===== config.mk =====
export PLATFORM = sky130hd
export DESIGN_NAME = segfill_array
export DESIGN_NICKNAME = d
export VERILOG_FILES = /design/src/rtl/segfill_pkg.sv /design/src/rtl/segfill_decode.sv /design/src/rtl/segfill_scan.sv /design/src/rtl/segfill_array.sv
export SDC_FILE = /design/constraint.sdc
export NUM_CORES = 1
export LEC_CHECK = 0
export CORE_MARGIN = 2
export CORE_UTILIZATION = 47
export DETAILED_ROUTE_END_ITERATION = 10
export GPL_ROUTABILITY_DRIVEN = 0
export HOLD_SLACK_MARGIN = 0.1
export PLACE_DENSITY = 0.89
export SETUP_SLACK_MARGIN = 0.2
export SYNTH_ARGS = -nofsm -noshare
export SYNTH_HDL_FRONTEND = slang
export SYNTH_HIERARCHICAL = 1
export SYNTH_SLANG_ARGS = --single-unit

===== constraint.sdc =====
create_clock -name clk -period 2.1 [get_ports clk]
set_input_delay 0.42 -clock clk [delete_from_list [all_inputs] [get_ports clk]]
set_output_delay 0.42 -clock clk [all_outputs]
set_load 0.03 [all_outputs]

===== src/rtl/segfill_pkg.sv =====
package segfill_pkg;
    typedef enum logic [1:0] {
        OP_IDLE  = 2'd0,
        OP_CLEAR = 2'd1,
        OP_MARK  = 2'd2,
        OP_FILL  = 2'd3
    } segfill_op_e;
endpackage


===== src/rtl/segfill_decode.sv =====
module segfill_decode
    import segfill_pkg::*;
(
    input  logic        clear,
    input  logic        mark_en,
    input  logic        fill_en,
    output segfill_op_e op
);
    // Priority: clear, then mark, then fill.
    always_comb begin
        if (clear)        op = OP_CLEAR;
        else if (mark_en) op = OP_MARK;
        else if (fill_en) op = OP_FILL;
        else              op = OP_IDLE;
    end
endmodule


===== src/rtl/segfill_scan.sv =====
module segfill_scan #(
    parameter int N = 16
) (
    input  logic [N-1:0] starts,
    input  logic [N-1:0] stops,
    output logic [N-1:0] reach
);
    // Segmented prefix: a run enters at a start and is cut after a stop cell.
    always_comb begin
        logic carry;
        carry = 1'b0;
        for (int i = 0; i < N; i++) begin
            reach[i] = starts[i] | carry;
            carry    = reach[i] & ~stops[i];
        end
    end
endmodule


===== src/rtl/segfill_array.sv =====
module segfill_array
    import segfill_pkg::*;
#(
    parameter int N = 16
) (
    input  logic         clk,
    input  logic         rst_n,
    input  logic         clear,
    input  logic         mark_en,
    input  logic         fill_en,
    input  logic [N-1:0] start_in,
    input  logic [N-1:0] stop_in,
    output logic [N-1:0] fill_flags,
    output logic [N-1:0] stop_flags
);
    typedef struct packed {
        logic [N-1:0] fill;
        logic [N-1:0] stop;
        logic [N-1:0] start;
    } cells_t;

    cells_t      cells_d, cells_q;
    segfill_op_e op;
    logic [N-1:0] reach;

    segfill_decode u_decode (
        .clear  (clear),
        .mark_en(mark_en),
        .fill_en(fill_en),
        .op     (op)
    );

    segfill_scan #(.N(N)) u_scan (
        .starts(cells_q.start),
        .stops (cells_q.stop),
        .reach (reach)
    );

    always_comb begin
        cells_d = cells_q;
        unique case (op)
            OP_CLEAR: cells_d = '0;
            OP_MARK: begin
                cells_d.stop  = cells_q.stop | stop_in;
                cells_d.start = cells_q.start | start_in;
            end
            OP_FILL: begin
                cells_d.fill  = cells_q.fill | reach;
                cells_d.stop  = '0;
                cells_d.start = '0;
            end
            default: cells_d = cells_q;
        endcase
    end

    always_ff @(posedge clk or negedge rst_n) begin
        if (!rst_n) cells_q <= '0;
        else        cells_q <= cells_d;
    end

    assign fill_flags = cells_q.fill;
    assign stop_flags = cells_q.stop;
endmodule


==> results of run 1 <==
==> layer usage <==
| metal | up-vias | GRT usage | share of wire |
|---|---|---|---|
| li1 | 850 | - | - |
| met1 | 842 | 0.234 | 0.43 |
| met2 | 50 | 0.315 | 0.51 |
| met3 | 5 | 0.0453 | 0.054 |
| met4 | 0 | 0.0545 | 0.0085 |
| met5 | - | 0 | 0 |
==> Yosys cell counts, types with 2 or more instances <==
cell	number	area, sq um
a21o_1	4	30.0
a21oi_1	51	255
buf_2	8	40.0
buf_4	33	248
buf_6	2	22.5
dfrtp_1	48	1200
inv_1	10	37.5
nor2_1	60	225
nor2b_1	2	12.5
nor3_1	2	10.0
o21ai_0	2	10.0
o21bai_1	3	22.5
o31ai_1	2	15.0
==> worst reg2reg max path, stage by stage, from the launching register on <==
cell and delay [ns]:
dfrtp_1 0.40, or3_4 0.39, o211a_4 0.29, or2_4 0.24
a21o_1 0.17, a21oi_1 0.13, nor2_1 0.06
==> final cells by class <==
cell class                      count  area (sq um)  area share
Sequential cell                    48          1200       0.408
Tap cell                           67          83.8      0.0284
Inverter                           11          41.3      0.0140
Clock buffer                        7          96.3      0.0327
Multi-Input combinational cell    142           782       0.265
Timing Repair Buffer               75           743       0.252
==> sequential cells by signal, summed over array words and instances, names as in the netlist <==
register and flops:
stop_flags 16, cells_q 16, fill_flags 16
==> how the worst max path moves through the flow <==
stage	slack (ns)	cells past startpoint	start	end
6_report	0.25	1	stop_flags[9]$_DFFE_PN0P_	stop_flags[9]
4_1_cts	0.23	1	stop_flags[10]$_DFFE_PN0P_	stop_flags[10]
5_1_grt	0.20	1	stop_flags[9]$_DFFE_PN0P_	stop_flags[9]
2_1_floorplan	0.45	6	cells_q[3]$_DFFE_PN0P_	fill_flags[7]$_DFFE_PN0P_
3_5_place_dp	0.15	4	fill_en	fill_flags[7]$_DFFE_PN0P_
3_3_place_gp	0.24	4	clear	fill_flags[10]$_DFFE_PN0P_
==> cells by family (layout without fill, tap and decap cells) <==
| family | Yosys count | in the layout | synth area share |
|---|---|---|---|
| AOI/OAI and AO/OA | 70 | 70 | 0.185 |
| buffers and inverters | 55 | 93 | 0.155 |
| DFF | 48 | 48 | 0.523 |
| and+or+nand+nor | 72 | 72 | 0.137 |
==> repair_timing <==
action / in CTS / in global routing
setup endpoints to repair: 0 / 9
gates resized for setup: 0 / 9
buffers inserted: 0 / 3
==> per-stage QoR <==
step	cell area, sq um	worst slack [ns]	std cells	hold WS [ns]	utilization
finish	2950	0.250	350	0.207	0.625
global route	2950	0.204	350	0.263	0.625
CTS	2880	0.229	347	0.230	0.611
detailed placement	2790	0.147	340	0.485	0.590
global placement	2790	0.237	340	0.477	0.590
floorplan	2300	0.453	245	0.124	-
==> power groups by stage <==
stage	logic [mW]	registers, mW	clock network [mW]
final	0.687	1.08	0.577
after global routing	0.743	1.09	0.623
after CTS	0.661	1.08	0.584
after detailed placement	0.655	1.10	0
after global placement	0.643	1.09	0
after floorplan	0.492	1.07	0
==> flow_summary_export.csv, run 1 <==
group,metric,value,unit
clock_tree,cts_hold_buf,0,
route,wire_per_inst,14.0,um
timing,fmax,0.541,GHz
final_layout,antenna_cells,0,
clock_tree,cts.htree.levels,2,
floorplan,io_pins,69,
timing,finalCriticalPeriod,1.85,ns
clock_tree,clkSinkCount,48,
route,dr.pass1.iters,4,
final_layout,nFillCells,375,
grt,grt_pass1_vias,1670,
timing,post-route-period-util,0.881,
synth,synth_cells,245,
grt,overflow,0,
timing,rsz0062_at_grt,"no",
worst_setup_path,crit_type,"flop to output port",
power_and_ir_drop,leakage,1.31,nW
worst_setup_path,worst_path_largest_cell_delay,0.70,ns
floorplan,die-area,5460,sq um
worst_setup_path,endpoint_kind,"output port",
floorplan,initial_core_util,0.486,
outcome,outcome,"finished clean",
grt,antenna_found_initial,0,
clock_tree,cts_inserted_buffers,5,
clock_tree,worstSkewPairLatency,0.29,ns
route,routed_wl,4910,um
power_and_ir_drop,irDropWorstVdd,0.488,mV
floorplan,die-width,73.9,um
grt,grt_pass1_wl,7590,um
route,vias,1747,
final_layout,drive_above_1_share,0.110,
worst_setup_path,critPathLaunchType,"flop",
timing,finalSetupViolCount,0,
power_and_ir_drop,total_power,2.34,mW
floorplan,rows,25,
worst_setup_path,r2r_setup_slack,0.27,ns
worst_setup_path,crit_chain,"clkdlybuf4s50_1",
power_and_ir_drop,p_int,1.62,mW
worst_setup_path,reg2reg_to,"fill_flags[7]$_DFFE_PN0P_",
power_and_ir_drop,p_sw_frac,0.310,
timing,finalHoldViolations,0,
worst_setup_path,cp_slowest_cell,"clkdlybuf4s50_1",
clock_tree,clk_pin_slew_worst_paths,0.09,ns
route,avgViaCountPerCell,4.99,
timing,tightest_slew,0.665,ns
worst_setup_path,worst_ep_arrival_time,1.43,ns
timing,fin_skew,0.00744,ns
clock_tree,clockBufferDepth,2,
power_and_ir_drop,power_frac_seq,0.460,
worst_setup_path,critPathRequiredTime,1.68,ns
grt,grt_max_degree,49,
worst_setup_path,cp_max_fo,5,
final_layout,finalNetCount,320,
synth,syn_area_per_cell,9.38,sq um
synth,synth_edf_count,0,
synth,ys_seq_area_frac,0.523,
final_layout,syn_to_final_growth,28.4,%
power_and_ir_drop,powerDensity,794,nW/um^2
grt,track_usage,0.185,
synth,ys_seq_elements,48,
synth,syn_nets,282,
floorplan,die_y,73.9,um
worst_setup_path,reg2reg_from,"cells_q[3]$_DFFE_PN0P_",
worst_setup_path,reg2reg_depth,6,
final_layout,layout_common_cells,"66 x clkdlybuf4s50_1, 59 x nor2_1, 51 x a21oi_1, 46 x dfrtp_1, 10 x inv_1",
place,hpwl,3300,um
floorplan,coreArea,4720,sq um
route,antenna_left,0,
clock_tree,root_buffer,"clkbuf_8",
power_and_ir_drop,combPwrFrac,0.293,
clock_tree,cts_tree,"yes",
synth,synth_flop_cell,"dfrtp_1",
power_and_ir_drop,clkPwrFrac,0.246,
synth,async_reset_ff_frac,1.00,
final_layout,final_common_cell,"clkdlybuf4s50_1",
timing,tns,0,ns
min_path,hold_class,"primary input to asynchronous set/reset pin",
place,io_buffers,68,
synth,synth_area,2300,sq um
worst_setup_path,cp_top_family,"buffers and inverters",
timing,slew_violations,0,
worst_setup_path,critPathBufInv,1,
route,drc_errors,0,
run,drv_cap,0,
power_and_ir_drop,netSwitchingPower,0.727,mW
synth,yosysUniqueCellTypes,31,
route,drtIter0Drc,175,
timing,slew_headroom,0.555,
synth,yosys_warnings,6,
Note: power is estimated with default switching activity, not from simulation.
==> run 2: changes to the inputs <==
--- a/config.mk
+++ b/config.mk
@@ -10,7 +10,7 @@
 export DETAILED_ROUTE_END_ITERATION = 10
 export GPL_ROUTABILITY_DRIVEN = 0
 export HOLD_SLACK_MARGIN = 0.1
-export PLACE_DENSITY = 0.89
+export PLACE_DENSITY_LB_ADDON = 0.15
 export SETUP_SLACK_MARGIN = 0.2
 export SYNTH_ARGS = -nofsm -noshare
 export SYNTH_HDL_FRONTEND = slang
==> run 2 against run 1 <==
Net effect: non-clock buffer count shrank 3; via count shrank 2.3%; global-route usage shrank 0.54 points; final cell count shrank 0.57%; hold slack is essentially flat; critical endpoint unchanged.
==> flow_summary_export.csv, run 2 (synthesis gave the netlist of run 1 again) <==
group,metric,value,unit
timing,finalCriticalPeriod,1.83,ns
clock_tree,cts_inserted_buffers,5,
clock_tree,clk_pin_slew_worst_paths,0.09,ns
route,wire_per_inst,13.6,um
worst_setup_path,critPathLaunch,"stop_flags[9]$_DFFE_PN0P_",
floorplan,coreArea,4720,sq um
clock_tree,cts_setup_buffers,0,
clock_tree,worstSkewPairLatency,0.30,ns
clock_tree,root_buffer,"clkbuf_8",
worst_setup_path,worst_ep_arrival_time,1.41,ns
worst_setup_path,cp_max_fo,5,
grt,track_usage,0.180,
worst_setup_path,reg2reg_depth,6,
grt,grt_pass1_wl,7560,um
power_and_ir_drop,powerDensity,793,nW/um^2
timing,finalSetupViolCount,0,
timing,slew_violations,0,
final_layout,finalNetCount,317,
worst_setup_path,reg2reg_from,"cells_q[3]$_DFFE_PN0P_",
clock_tree,clkSinkCount,48,
place,place_ws,0.129,ns
timing,tns,0,ns
clock_tree,clockBufferDepth,2,
floorplan,die_y,73.9,um
worst_setup_path,crit_path_end,"stop_flags[9]",
timing,finalHoldViolations,0,
final_layout,antenna_cells,0,
min_path,hold_class,"primary input to asynchronous set/reset pin",
route,vias,1707,
floorplan,rows,25,
power_and_ir_drop,leakage,1.31,nW
power_and_ir_drop,irDropWorstVdd,0.401,mV
route,avgViaCountPerCell,4.91,
clock_tree,cts_resized,0,
worst_setup_path,worst_path_largest_cell_delay,0.69,ns
worst_setup_path,endpoint_kind,"output port",
grt,grt_pass1_vias,1699,
clock_tree,cts_hold_buf,0,
route,routed_wl,4740,um
grt,grt_max_degree,49,
worst_setup_path,critPathBufInv,1,
grt,overflow,0,
timing,rsz0062_at_grt,"yes",
worst_setup_path,critical_path_depth,1,
worst_setup_path,reg2reg_to,"fill_flags[14]$_DFFE_PN0P_",
run,drv_cap,0,
final_layout,final_common_cell,"clkdlybuf4s50_1",
place,hpwl,3140,um
final_layout,layout_common_cells,"65 x clkdlybuf4s50_1, 59 x nor2_1, 51 x a21oi_1, 46 x dfrtp_1, 10 x inv_1",
worst_setup_path,crit_chain,"clkdlybuf4s50_1",
place,io_buffers,68,
final_layout,syn_to_final_growth,25.7,%
worst_setup_path,r2r_setup_slack,0.27,ns
clock_tree,cts.htree.levels,2,
timing,fmax,0.545,GHz
clock_tree,cts_tree,"yes",
timing,setup_ws,0.266,ns
timing,tightest_slew,0.661,ns
timing,post-route-period-util,0.873,
worst_setup_path,critPathRequiredTime,1.68,ns
worst_setup_path,crit_type,"flop to output port",
final_layout,drive_above_1_share,0.0961,
route,drtIter0Drc,72,
outcome,outcome,"finished clean",
route,antenna_left,0,
timing,slew_headroom,0.557,
floorplan,io_pins,69,
grt,antenna_found_initial,0,
timing,fin_skew,0.00708,ns
worst_setup_path,critPathLaunchType,"flop",
worst_setup_path,cp_top_family,"buffers and inverters",
final_layout,final_core_util,0.611,
route,dr.pass1.iters,4,
floorplan,die-area,5460,sq um
floorplan,initial_core_util,0.486,
route,drc_errors,0,
floorplan,die-width,73.9,um
worst_setup_path,cp_slowest_cell,"clkdlybuf4s50_1",
==> run 2: stage by stage <==
| stage | cell area, sq um | std cells | hold slack [ns] | total power [mW] |
|---|---|---|---|---|
| after detailed placement | 2790 | 340 | 0.490 | 1.75 |
| final | 2890 | 348 | 0.208 | 2.29 |
| after CTS | 2880 | 348 | 0.228 | 2.31 |
| after global routing | 2890 | 348 | 0.267 | 2.39 |
| after floorplan | 2300 | 245 | 0.124 | 1.57 |
| after global placement | 2790 | 340 | 0.477 | 1.74 |
==> run 2: how the worst min path moves through the flow <==
stage	to	slack, ns	depth (start not counted)
floorplan	cells_q[0]$_DFFE_PN0P_	0.12	0
global placement	stop_flags[15]$_DFFE_PN0P_	0.48	2
detailed placement	fill_flags[12]$_DFFE_PN0P_	0.49	2
CTS	stop_flags[13]$_DFFE_PN0P_	0.23	2
global route	stop_flags[13]$_DFFE_PN0P_	0.27	2
finish	cells_q[14]$_DFFE_PN0P_	0.21	2
==> run 2: per-layer routing <==
metal / vias to the layer above / wire [um] / GRT usage
li1: 849 / - / -
met1: 801 / 2170 / 0.241
met2: 50 / 2250 / 0.290
met3: 7 / 261 / 0.0453
met4: 0 / 64 / 0.0545
met5: - / 0 / 0
==> run 2: area by class of cell <==
cell class	instances	area (sq um)
multi-input cells	142	743
flip-flops and latches	48	1200
clock inverters	2	10.0
repair buffers	72	723
well taps	67	83.8
inverters	11	41.3
fillers	386	1840
clock buffers	6	82.6
==> run 2: power breakdown <==
part           total, mW  switching (mW)  internal [mW]
clock network      0.564           0.301          0.263
registers           1.08          0.0656           1.01
logic              0.651           0.356          0.295
==> run 2: worst register-to-register path: cells and delay by family (launching register included) <==
kind | cells | cell delay (ns)
simple gates | 2 | 0.42
compound gates | 4 | 0.86
flops | 1 | 0.41
